## src/rtl/rx_stat_pkg.sv

```systemverilog
package rx_stat_pkg;
    localparam int unsigned FLG_N     = 4;
    localparam int unsigned IDX_FULL  = 0;
    localparam int unsigned IDX_IDLE  = 1;
    localparam int unsigned IDX_OVR   = 2;
    localparam int unsigned IDX_NOISE = 3;
    localparam int unsigned IDX_SLEEP = 4;
endpackage

```

## src/rtl/rx_idle_counter.sv

```systemverilog
module rx_idle_counter #(
    parameter int SHORT_LEN = 10,
    parameter int LONG_LEN  = 11
) (
    input  logic clk,
    input  logic rst_n,
    input  logic bit_tick,
    input  logic line_bit,
    input  logic rx_busy,
    input  logic after_stop,
    input  logic long_frame,
    output logic idle_now
);
    localparam int CNT_W = $clog2(LONG_LEN + 1);

    logic [CNT_W-1:0] cnt_d, cnt_q, limit;

    always_comb begin
        limit = long_frame ? CNT_W'(LONG_LEN) : CNT_W'(SHORT_LEN);
        cnt_d = cnt_q;
        if (bit_tick) begin
            if (!line_bit || (after_stop && rx_busy)) begin
                cnt_d = '0;
            end else if (cnt_q < limit) begin
                cnt_d = cnt_q + 1'b1;
            end
        end
        idle_now = (cnt_q >= limit);
    end

    always_ff @(posedge clk or negedge rst_n) begin
        if (!rst_n) cnt_q <= '0;
        else        cnt_q <= cnt_d;
    end
endmodule

```

## src/rtl/rx_irq_merge.sv

```systemverilog
module rx_irq_merge #(
    parameter int N = 2
) (
    input  logic         clk,
    input  logic         rst_n,
    input  logic [N-1:0] flags,
    input  logic [N-1:0] en,
    output logic         irq
);
    logic irq_d, irq_q;

    always_comb irq_d = |(flags & en);

    always_ff @(posedge clk or negedge rst_n) begin
        if (!rst_n) irq_q <= 1'b0;
        else        irq_q <= irq_d;
    end

    assign irq = irq_q;
endmodule

```

## src/rtl/rx_status_irq.sv

```systemverilog
module rx_status_irq
    import rx_stat_pkg::*;
#(
    parameter int DATA_W    = 9,
    parameter int SHORT_LEN = 10,
    parameter int LONG_LEN  = 11
) (
    input  logic              clk,
    input  logic              rst_n,
    input  logic              char_done,
    input  logic [DATA_W-1:0] char_data,
    input  logic              char_noise,
    input  logic              bit_tick,
    input  logic              line_bit,
    input  logic              rx_busy,
    input  logic              cfg_long_frame,
    input  logic              cfg_idle_after_stop,
    input  logic              cfg_wake_idle,
    input  logic              en_full,
    input  logic              en_idle,
    input  logic              en_overrun,
    input  logic              en_noise,
    input  logic              sleep_wr,
    input  logic              sleep_wdata,
    input  logic              rd_en,
    input  logic              rd_sel,
    output logic [DATA_W-1:0] rd_data,
    output logic              irq_rx,
    output logic              irq_err,
    output logic              rx_asleep
);
    localparam int STAT_W = IDX_SLEEP + 1;

    typedef struct packed {
        logic [DATA_W-1:0] data;
        logic [FLG_N-1:0]  flags;
        logic [FLG_N-1:0]  seen;
        logic              armed;
        logic              asleep;
    } state_t;

    state_t st_d, st_q;
    logic   idle_now;
    logic   stat_rd, data_rd, accept;
    logic [STAT_W-1:0] stat_word;
    logic [FLG_N-1:0]  flag_vec;
    logic [DATA_W-1:0] data_vec;

    rx_idle_counter #(.SHORT_LEN(SHORT_LEN), .LONG_LEN(LONG_LEN)) u_idle (
        .clk        (clk),
        .rst_n      (rst_n),
        .bit_tick   (bit_tick),
        .line_bit   (line_bit),
        .rx_busy    (rx_busy),
        .after_stop (cfg_idle_after_stop),
        .long_frame (cfg_long_frame),
        .idle_now   (idle_now)
    );

    always_comb begin
        stat_rd = rd_en && !rd_sel;
        data_rd = rd_en && rd_sel;
        accept  = char_done && !st_q.asleep;
        st_d    = st_q;

        // two-step clear: data read removes what the status read saw
        if (data_rd) begin
            st_d.flags = st_q.flags & ~st_q.seen;
            st_d.seen  = '0;
        end
        if (stat_rd) st_d.seen = st_q.flags;

        if (idle_now && st_q.armed && !st_q.flags[IDX_IDLE]) begin
            st_d.flags[IDX_IDLE] = 1'b1;
            st_d.armed           = 1'b0;
        end

        if (accept) begin
            if (st_d.flags[IDX_FULL]) begin
                st_d.flags[IDX_OVR] = 1'b1;
            end else begin
                st_d.data            = char_data;
                st_d.flags[IDX_FULL] = 1'b1;
            end
            if (char_noise) st_d.flags[IDX_NOISE] = 1'b1;
            st_d.armed = 1'b1;
        end

        if (sleep_wr) begin
            st_d.asleep = sleep_wdata;
        end else if (st_q.asleep && cfg_wake_idle && idle_now) begin
            st_d.asleep = 1'b0;
        end
    end

    always_ff @(posedge clk or negedge rst_n) begin
        if (!rst_n) st_q <= '0;
        else        st_q <= st_d;
    end

    rx_irq_merge #(.N(2)) u_irq_rx (
        .clk   (clk),
        .rst_n (rst_n),
        .flags ({st_q.flags[IDX_IDLE], st_q.flags[IDX_FULL]}),
        .en    ({en_idle, en_full}),
        .irq   (irq_rx)
    );

    rx_irq_merge #(.N(2)) u_irq_err (
        .clk   (clk),
        .rst_n (rst_n),
        .flags ({st_q.flags[IDX_NOISE], st_q.flags[IDX_OVR]}),
        .en    ({en_noise, en_overrun}),
        .irq   (irq_err)
    );

    assign stat_word = {st_q.asleep, st_q.flags};
    assign rd_data   = rd_sel ? st_q.data : DATA_W'(stat_word);
    assign rx_asleep = st_q.asleep;
    assign flag_vec  = st_q.flags;
    assign data_vec  = st_q.data;
endmodule

```

## config.mk

```make
export PLATFORM = sky130hd
export DESIGN_NAME = rx_status_irq
export DESIGN_NICKNAME = d
export VERILOG_FILES = /design/src/rtl/rx_stat_pkg.sv /design/src/rtl/rx_idle_counter.sv /design/src/rtl/rx_irq_merge.sv /design/src/rtl/rx_status_irq.sv
export SDC_FILE = /design/constraint.sdc
export NUM_CORES = 1
export LEC_CHECK = 0
export ABC_AREA = 1
export BUFFER_PORTS_ARGS = -buffer_cell sky130_fd_sc_hd__buf_4
export CORE_ASPECT_RATIO = 1.25
export CORE_MARGIN = 4
export CORE_UTILIZATION = 44
export DETAILED_ROUTE_END_ITERATION = 8
export PLACE_DENSITY_LB_ADDON = 0.2
export SKIP_CTS_REPAIR_TIMING = 1
export SYNTH_ARGS = -nofsm -noshare
export SYNTH_HDL_FRONTEND = slang
export SYNTH_SLANG_ARGS = --single-unit
```

## constraint.sdc

```tcl
create_clock -name clk -period 1.1 [get_ports clk]
set_input_delay 0.22 -clock clk [delete_from_list [all_inputs] [get_ports clk]]
set_output_delay 0.22 -clock clk [all_outputs]
set_load 0.01 [all_outputs]
```

==> metrics.md, run 1 <==
| Metric | Value |
|---|---|
| Status | `complete, but fails checks` |
| Failing checks | `setup timing` |
| Top-count cell post-synth | `nand2_1` |
| Fill cells | `220` |
| YS warnings | `0` |
| Synth top area share | `0.532` |
| CTS Buf Count | `3` |
| FF-to-FF path depth | `10` |
| Final Util | `0.685` |
| Hold path depth | `3` |
| Cell Area, Synth | `approximately 0.0012 mm^2` |
| Asr flop ratio synth | `1.00` |
| Total track usage | `0.164` |
| Post-synth EDFFs | `0` |
| Sinks on the clock net | `25` |
| Final hold slack | `about 0.1 ns` |
| Largest cells by area after synthesis | `dfrtp_1 53%, nand2_1 16%, inv_1 7.0%, nand3_1 5.1%, o21ai_0 3.4%` |
| Via count | `1094` |
| CP Launch Type | `flop` |
| Total gr overflow | `0` |
| Worst EP required | `0.88 ns` |
| Skew-Pair Late Insertion Delay | `0.31 ns` |
| Core box area | `0.00250 mm^2` |
| Rows | `20` |
| Max Buffers Root-to-Sink | `2` |
| Iter 0 DRT Violations | `19` |
| Yosys top cell by area | `dfrtp_1` |
| Die Outline Area | `~0.0036 mm^2` |
| Overall power | `0.00242 W` |
| Crit. End Element | `output pin` |
| FF/Latch Area | `626 um^2` |
| Min-delay worst type | `in2reg` |
| Mapped Cells | `144` |
| Area occupied by multi-input gates | `between 500 and 600 um^2` |
| Most common library cells after synthesis | `51 x nand2_1, 25 x dfrtp_1, 22 x inv_1, 12 x nand3_1, 8 x o21ai_0` |
| Starting Density | `0.470` |
| Seq cells post-synth | `25` |
| Fin. max-slew vios | `0` |
| Final period util | `1.19` |
| # diodes | `0` |
| Crit path max fanout | `2` |
| Ports | `39` |
| Static Leak | `0.948 nW` |
| Library cells used by synthesis | `19` |
| Drt pass-1 iters | `4` |
| Final net count | `227` |
| Initial antenna violation count | `0` |
| Die width | `about 54 um` |
| Area Growth Syn to Fin | `45.6%` |
| Final HPWL DP | `2.06 mm` |
| Setup violators final | `26` |
| First-pass GRT wire length | `4.35 mm` |
| DRT antenna net count | `0` |
| Peak Freq | `about 760 MHz` |
| CTS tree | `done` |
| Clock slew at reported path FFs | `0.13 ns` |
| PwrDens | `1410 mW/mm^2` |
| Crit path DAT | `1.09 ns` |
| Routed wire length | `about 2.7 mm` |
| Final Hold Fails | `0` |
| Mean Syn Cell Area | `just over 8 um^2` |
| Vias in the first global route | `approximately 1100` |
| Clock root buffer master | `clkbuf_4` |
| DRC viols | `0` |
| DR vias/cell | `4.76` |
| H-tree Lvls | `1` |
| Pre-CTS setup slack | `-0.0723 ns` |
| Max IR drop VDD | `between 900 and 1000 uV` |
| RSZ-0062 raised after global routing | `true` |
| Worst setup margin | `-0.210 ns` |
| Worst-margin pin slew | `0.316 ns` |
| IO buf count | `38` |
| Chip Height | `65.8 um` |
| Share of cells above drive strength 1 | `0.401` |
| Synth Flop Type | `dfrtp_1` |
| Syn Nets | `173` |
| WL per Instance | `11.6 um` |
| Slew HR | `0.788` |
| Largest net degree at the start of global routing | `26` |
| Worst Skew | `0.00110 ns` |
| GPL Wtd Cong | `0.707` |
| Post-route minimum period | `1.31 ns` |
| Seq/Total Area, Yosys | `0.532` |
| Setup CP Type | `reg2out` |
| Max Cap Viol | `0` |
[final cells by class]
class | instances | share of cell area
clock inverter | 1 | 0.00292
timing repair buffer | 52 | 0.243
multi-input combinational | 94 | 0.302
sequential | 25 | 0.365
clock buffer | 3 | 0.0131
inverter | 22 | 0.0497
tap | 33 | 0.0241
[stage by stage]
step	cells	cell area, um^2	setup TNS (ns)
CTS	223	1580	-2.08
global placement	219	1550	-0.0285
detailed placement	219	1550	-0.196
floorplan	144	1190	-0.0145
finish	230	1710	-1.68
global route	230	1710	-3.26
[cell families after synthesis]
logic type,synth area share
buffers and inverters,0.0872
AND/OR/NAND/NOR,0.256
adder cells (fa/ha/maj),0.0213
XOR/XNOR,0.00745
flip-flops,0.532
AO/OA/AOI/OAI,0.0957
[path summary, 6_finish.rpt]
path / startpoint / to / slack [ns]
min in group asynchronous: rst_n / u_idle.cnt_q[0] / 0.33
worst max register to register: u_idle.cnt_q[0] / st_q[1] / -0.06
max in group asynchronous: rst_n / flag_vec[3] / 0.52
worst max-delay path: rx_asleep / rd_data[4] / -0.21
worst min-delay path: sleep_wdata / rx_asleep / 0.1
worst min register to register: data_vec[0] / data_vec[0] / 0.49
[critical path, cell delays in order (launching register included)]
cell,delay [ns]
dfrtp_1,0.42
buf_6,0.13
inv_4,0.05
o21ai_2,0.04
buf_4,0.14
[power breakdown]
part | internal, W | total, W | switching, W
Sequential | 0.00111 | 0.00121 | 0.000105
Combinational | 0.000431 | 0.000809 | 0.000378
Clock | 0.000136 | 0.000400 | 0.000264
Total | 0.00167 | 0.00242 | 0.000747
[registers in the layout (all words and copies together) (netlist names)]
signal,flops
data_vec,9
st_q,5
flag_vec,4
u_idle.cnt_q,4
rx_asleep,1
u_irq_err.irq,1
u_irq_rx.irq,1
[cells in the final DEF, fill, tap and decap left out, drive strengths merged]
cell	n
xor2	1
nand2	53
inv	22
nor2	5
a21oi	1
clkbuf	3
a22o	2
o21ai	10
clkinv	1
dlygate4sd3	1
ha	2
nand3	12
a21boi	1
dfrtp	25
buf	51
nand4	3
o22ai	4
[routing by layer]
layer	track usage	up-vias	wire length, um
li1	-	559	-
met3	0.0271	2	104
met2	0.319	20	1520
met5	0	-	0
met1	0.174	513	1030
met4	0.0374	0	11
(Power assumes the default switching activity.)
==> inputs of run 2 (changes only) <==
CORE_UTILIZATION = 47   (was 44)
CTS_BUF_LIST = sky130_fd_sc_hd__clkbuf_8   (was not set)
SYNTH_HIERARCHICAL = 1   (was not set)
==> metrics.md, run 2 <==
| Metric | Value |
|---|---|
| Critical path launch point | `u_idle/cnt_q[0]` |
| R2R Setup Slk | `-0.09 ns (-0.03 ns)` |
| Drt pass-1 iters | `4 (unchanged)` |
| Iter 0 DRT Violations | `19 (unchanged)` |
| Most common library cells after synthesis | `59 x nand2_1, 25 x dfrtp_1, 20 x inv_1, 13 x nand3_1, 9 x o21ai_0` |
| Most common cell after layout, fill and taps aside | `nand2_1` |
| Die width | `53.4 um (-1.6%)` |
| CTS Buf Count | `3 (unchanged)` |
| Crit. End Element | `flop` |
| Setup_tns | `-0.811 ns (+0.866 ns)` |
| Cell Area, Synth | `0.00121 mm^2 (+2.8%)` |
| Starting Density | `0.493 (+0.0229)` |
| Seq/Total Area, Yosys | `0.518 (-0.0143)` |
| Rows | `20 (unchanged)` |
| Library cells used by synthesis | `16 (-3)` |
| Clock root buffer master | `clkbuf_8` |
| Placed cell count | `224 (+2.3%)` |
| Syn Nets | `179 (+3.5%)` |
| Area Growth Syn to Fin | `45.2%` |
| Max IR drop VDD | `1040 uV (+6.4%)` |
| Crit path cell chain | `inv_2, ha_4, inv_2, nand2_2, nand2_4, nand2_4, buf_4, nand4_1, nand2_1` |
| Skew-Pair Late Insertion Delay | `0.27 ns (-0.04 ns)` |
| Synth top area share | `0.518 (-0.0143)` |
| First-pass GRT wire length | `4.36 mm (+0.16%)` |
| Final period util | `1.08 (-0.108)` |
| Ports | `39 (unchanged)` |
| IO buf count | `38 (unchanged)` |
| Bufs and invs on worst path | `3 (unchanged)` |
| Yosys top cell by area | `dfrtp_1` |
| Die Outline Area | `0.00345 mm^2 (-3.3%)` |
| Setup CP Type | `reg2reg` |
| RSZ-0062 raised after global routing | `true` |
| Vias in the first global route | `1090 (+2.3%)` |
| # diodes | `0 (unchanged)` |
| DRC viols | `0 (unchanged)` |
| YS warnings | `6 (+6)` |
| Worst Skew | `0.00681 ns (+0.00571 ns)` |
| Largest cells by area after synthesis | `dfrtp_1 52%, nand2_1 18%, inv_1 6.2%, nand3_1 5.4%, o21ai_0 3.7%` |
| Core box area | `0.00245 mm^2 (-2.0%)` |
| Asr flop ratio synth | `1.00 (unchanged)` |
| Sinks on the clock net | `25 (unchanged)` |
| Max Cap Viol | `0 (unchanged)` |
| Placed cell area | `0.00157 mm^2 (+1.0%)` |
| Setup violators final | `14 (-46%)` |
| Via count | `1134 (+3.7%)` |
| Total gr overflow | `0 (unchanged)` |
| Peak Freq | `840 MHz (+10%)` |
| DR vias/cell | `4.85 (+1.9%)` |
| Crit-path max cell delay | `0.37 ns (-0.05 ns)` |
| WL per Instance | `12.5 um (+8.1%)` |
| Fill cells | `205 (-6.8%)` |
| CP Launch Type | `flop` |
| Clock slew at reported path FFs | `0.09 ns (-0.04 ns)` |
| Pre-CTS setup slack | `-0.0867 ns (-0.0145 ns)` |
| Max Buffers Root-to-Sink | `2 (unchanged)` |
| Fin. max-slew vios | `0 (unchanged)` |
| GPL Wtd Cong | `0.740 (+4.8%)` |
| Worst Hold Launch | `en_idle` |
| Post-synth EDFFs | `0 (unchanged)` |
| FF/Latch Area | `627 um^2 (+0.20%)` |
| Overall power | `0.00254 W (+5.0%)` |
| Worst setup margin | `-0.0907 ns (+0.119 ns)` |
| Synth Flop Type | `dfrtp_1` |
| R2R Path Start | `u_idle/cnt_q[0]` |
| Share of cells above drive strength 1 | `0.413 (+0.0119)` |
| Final Hold Fails | `0 (unchanged)` |
| Max reg flops | `9 (unchanged)` |
| Final HPWL DP | `2.06 mm (+0.22%)` |
| H-tree Lvls | `1 (unchanged)` |
| Seq cells post-synth | `25 (unchanged)` |
| Final net count | `231 (+1.8%)` |
| PwrDens | `1450 mW/mm^2 (+2.4%)` |
| Post-route insts no fill | `234 (+1.7%)` |
| Mapped Cells | `150 (+4.2%)` |
| Delay-heaviest family, CP | `flip-flops` |
| Slew HR | `0.781 (-0.00788)` |
| Crit path max-delay cell type | `dfrtp_1` |
| Worst EP required | `1.27 ns (+0.39 ns)` |
| Crit path DAT | `1.36 ns (+0.27 ns)` |
| Mean Syn Cell Area | `8.06 um^2 (-1.3%)` |
| CTS tree | `done` |
| Total track usage | `0.165 (+0.000886)` |
| Worst-margin pin slew | `0.329 ns (+0.0130 ns)` |
| Failing checks | `setup timing` |
| Chip Height | `64.7 um (-1.7%)` |
| Routed wire length | `2.93 mm (+9.9%)` |
| Crit path max fanout | `3 (+1)` |
| Most frequent cells in the layout | `55 x nand2_1, 45 x buf_4, 24 x dfrtp_1, 12 x inv_1, 11 x nand3_1` |
| Status | `complete, but fails checks` |
| Min-delay worst type | `in2reg` |
| DRT antenna net count | `0 (unchanged)` |
| Static Leak | `0.971 nW (+2.4%)` |
| Post-route minimum period | `1.19 ns (-0.119 ns)` |
| Top-count cell post-synth | `nand2_1` |
| Largest net degree at the start of global routing | `26 (unchanged)` |
| Area occupied by multi-input gates | `563 um^2 (+8.7%)` |
| Finished Cell Area | `0.00176 mm^2 (+2.5%)` |
| Initial antenna violation count | `0 (unchanged)` |
-- run 2: cell types whose count changed after synthesis, moves of 2 or more --
cell | before | now
nor2_1 | 5 | 3
inv_1 | 22 | 20
nand2_2 | 2 | 4
nand3_2 | 0 | 2
nand2_1 | 51 | 59
a22o_1 | 2 | 0
-- run 2: final timing paths --
check | endpoint | cells past startpoint
worst max-delay path | u_idle/cnt_q[2] | 9
worst min-delay path | u_irq_rx/irq | 3
worst max register to register | u_idle/cnt_q[2] | 9
worst min register to register | data_vec[5] | 2
max in group asynchronous | u_idle/cnt_q[3] | 2
min in group asynchronous | rx_asleep | 2
-- run 2: per-layer routing --
layer,GRT usage,share of wire,vias up,wire [um]
li1,-,-,574,-
met1,0.216,0.40,530,1180
met2,0.273,0.55,26,1600
met3,0.0207,0.043,4,127
met4,0.0575,0.0085,0,25
met5,0,0,-,0
-- run 2: final cells by class --
class                      instances  share of cell area
clock buffer                       3              0.0235
clock inverter                     1             0.00214
inverter                          20              0.0428
multi-input combinational        101               0.321
sequential                        25               0.357
tap                               33              0.0235
timing repair buffer              51               0.230
-- run 2: tightest hold or removal path, stage by stage --
cell and delay [ns]:
buf_4 0.08, nand2_1 0.04, nand2_1 0.05
-- run 2: report_power, final --
group	leakage (nW)	switching (W)	internal, W
Combinational	0.639	0.000393	0.000399
Sequential	0.306	0.000108	0.00111
Clock	0.0269	0.000284	0.000249
-- run 2: logic make-up (layout without fill, tap and decap cells) --
family	Yosys count	in the layout	synth area share
flops	25	25	0.518
buf+inv	24	75	0.0838
xor+xnor	1	1	0.00725
simple gates	84	84	0.299
fa+ha+maj	2	2	0.0207
compound gates	14	14	0.0714
-- run 2: through the flow --
step / hold WS, ns / utilization
global route: 0.161 / 0.716
floorplan: -0.0756 / -
CTS: -0.150 / 0.657
detailed placement: 0.142 / 0.639
global placement: 0.140 / 0.639
finish: 0.143 / 0.716
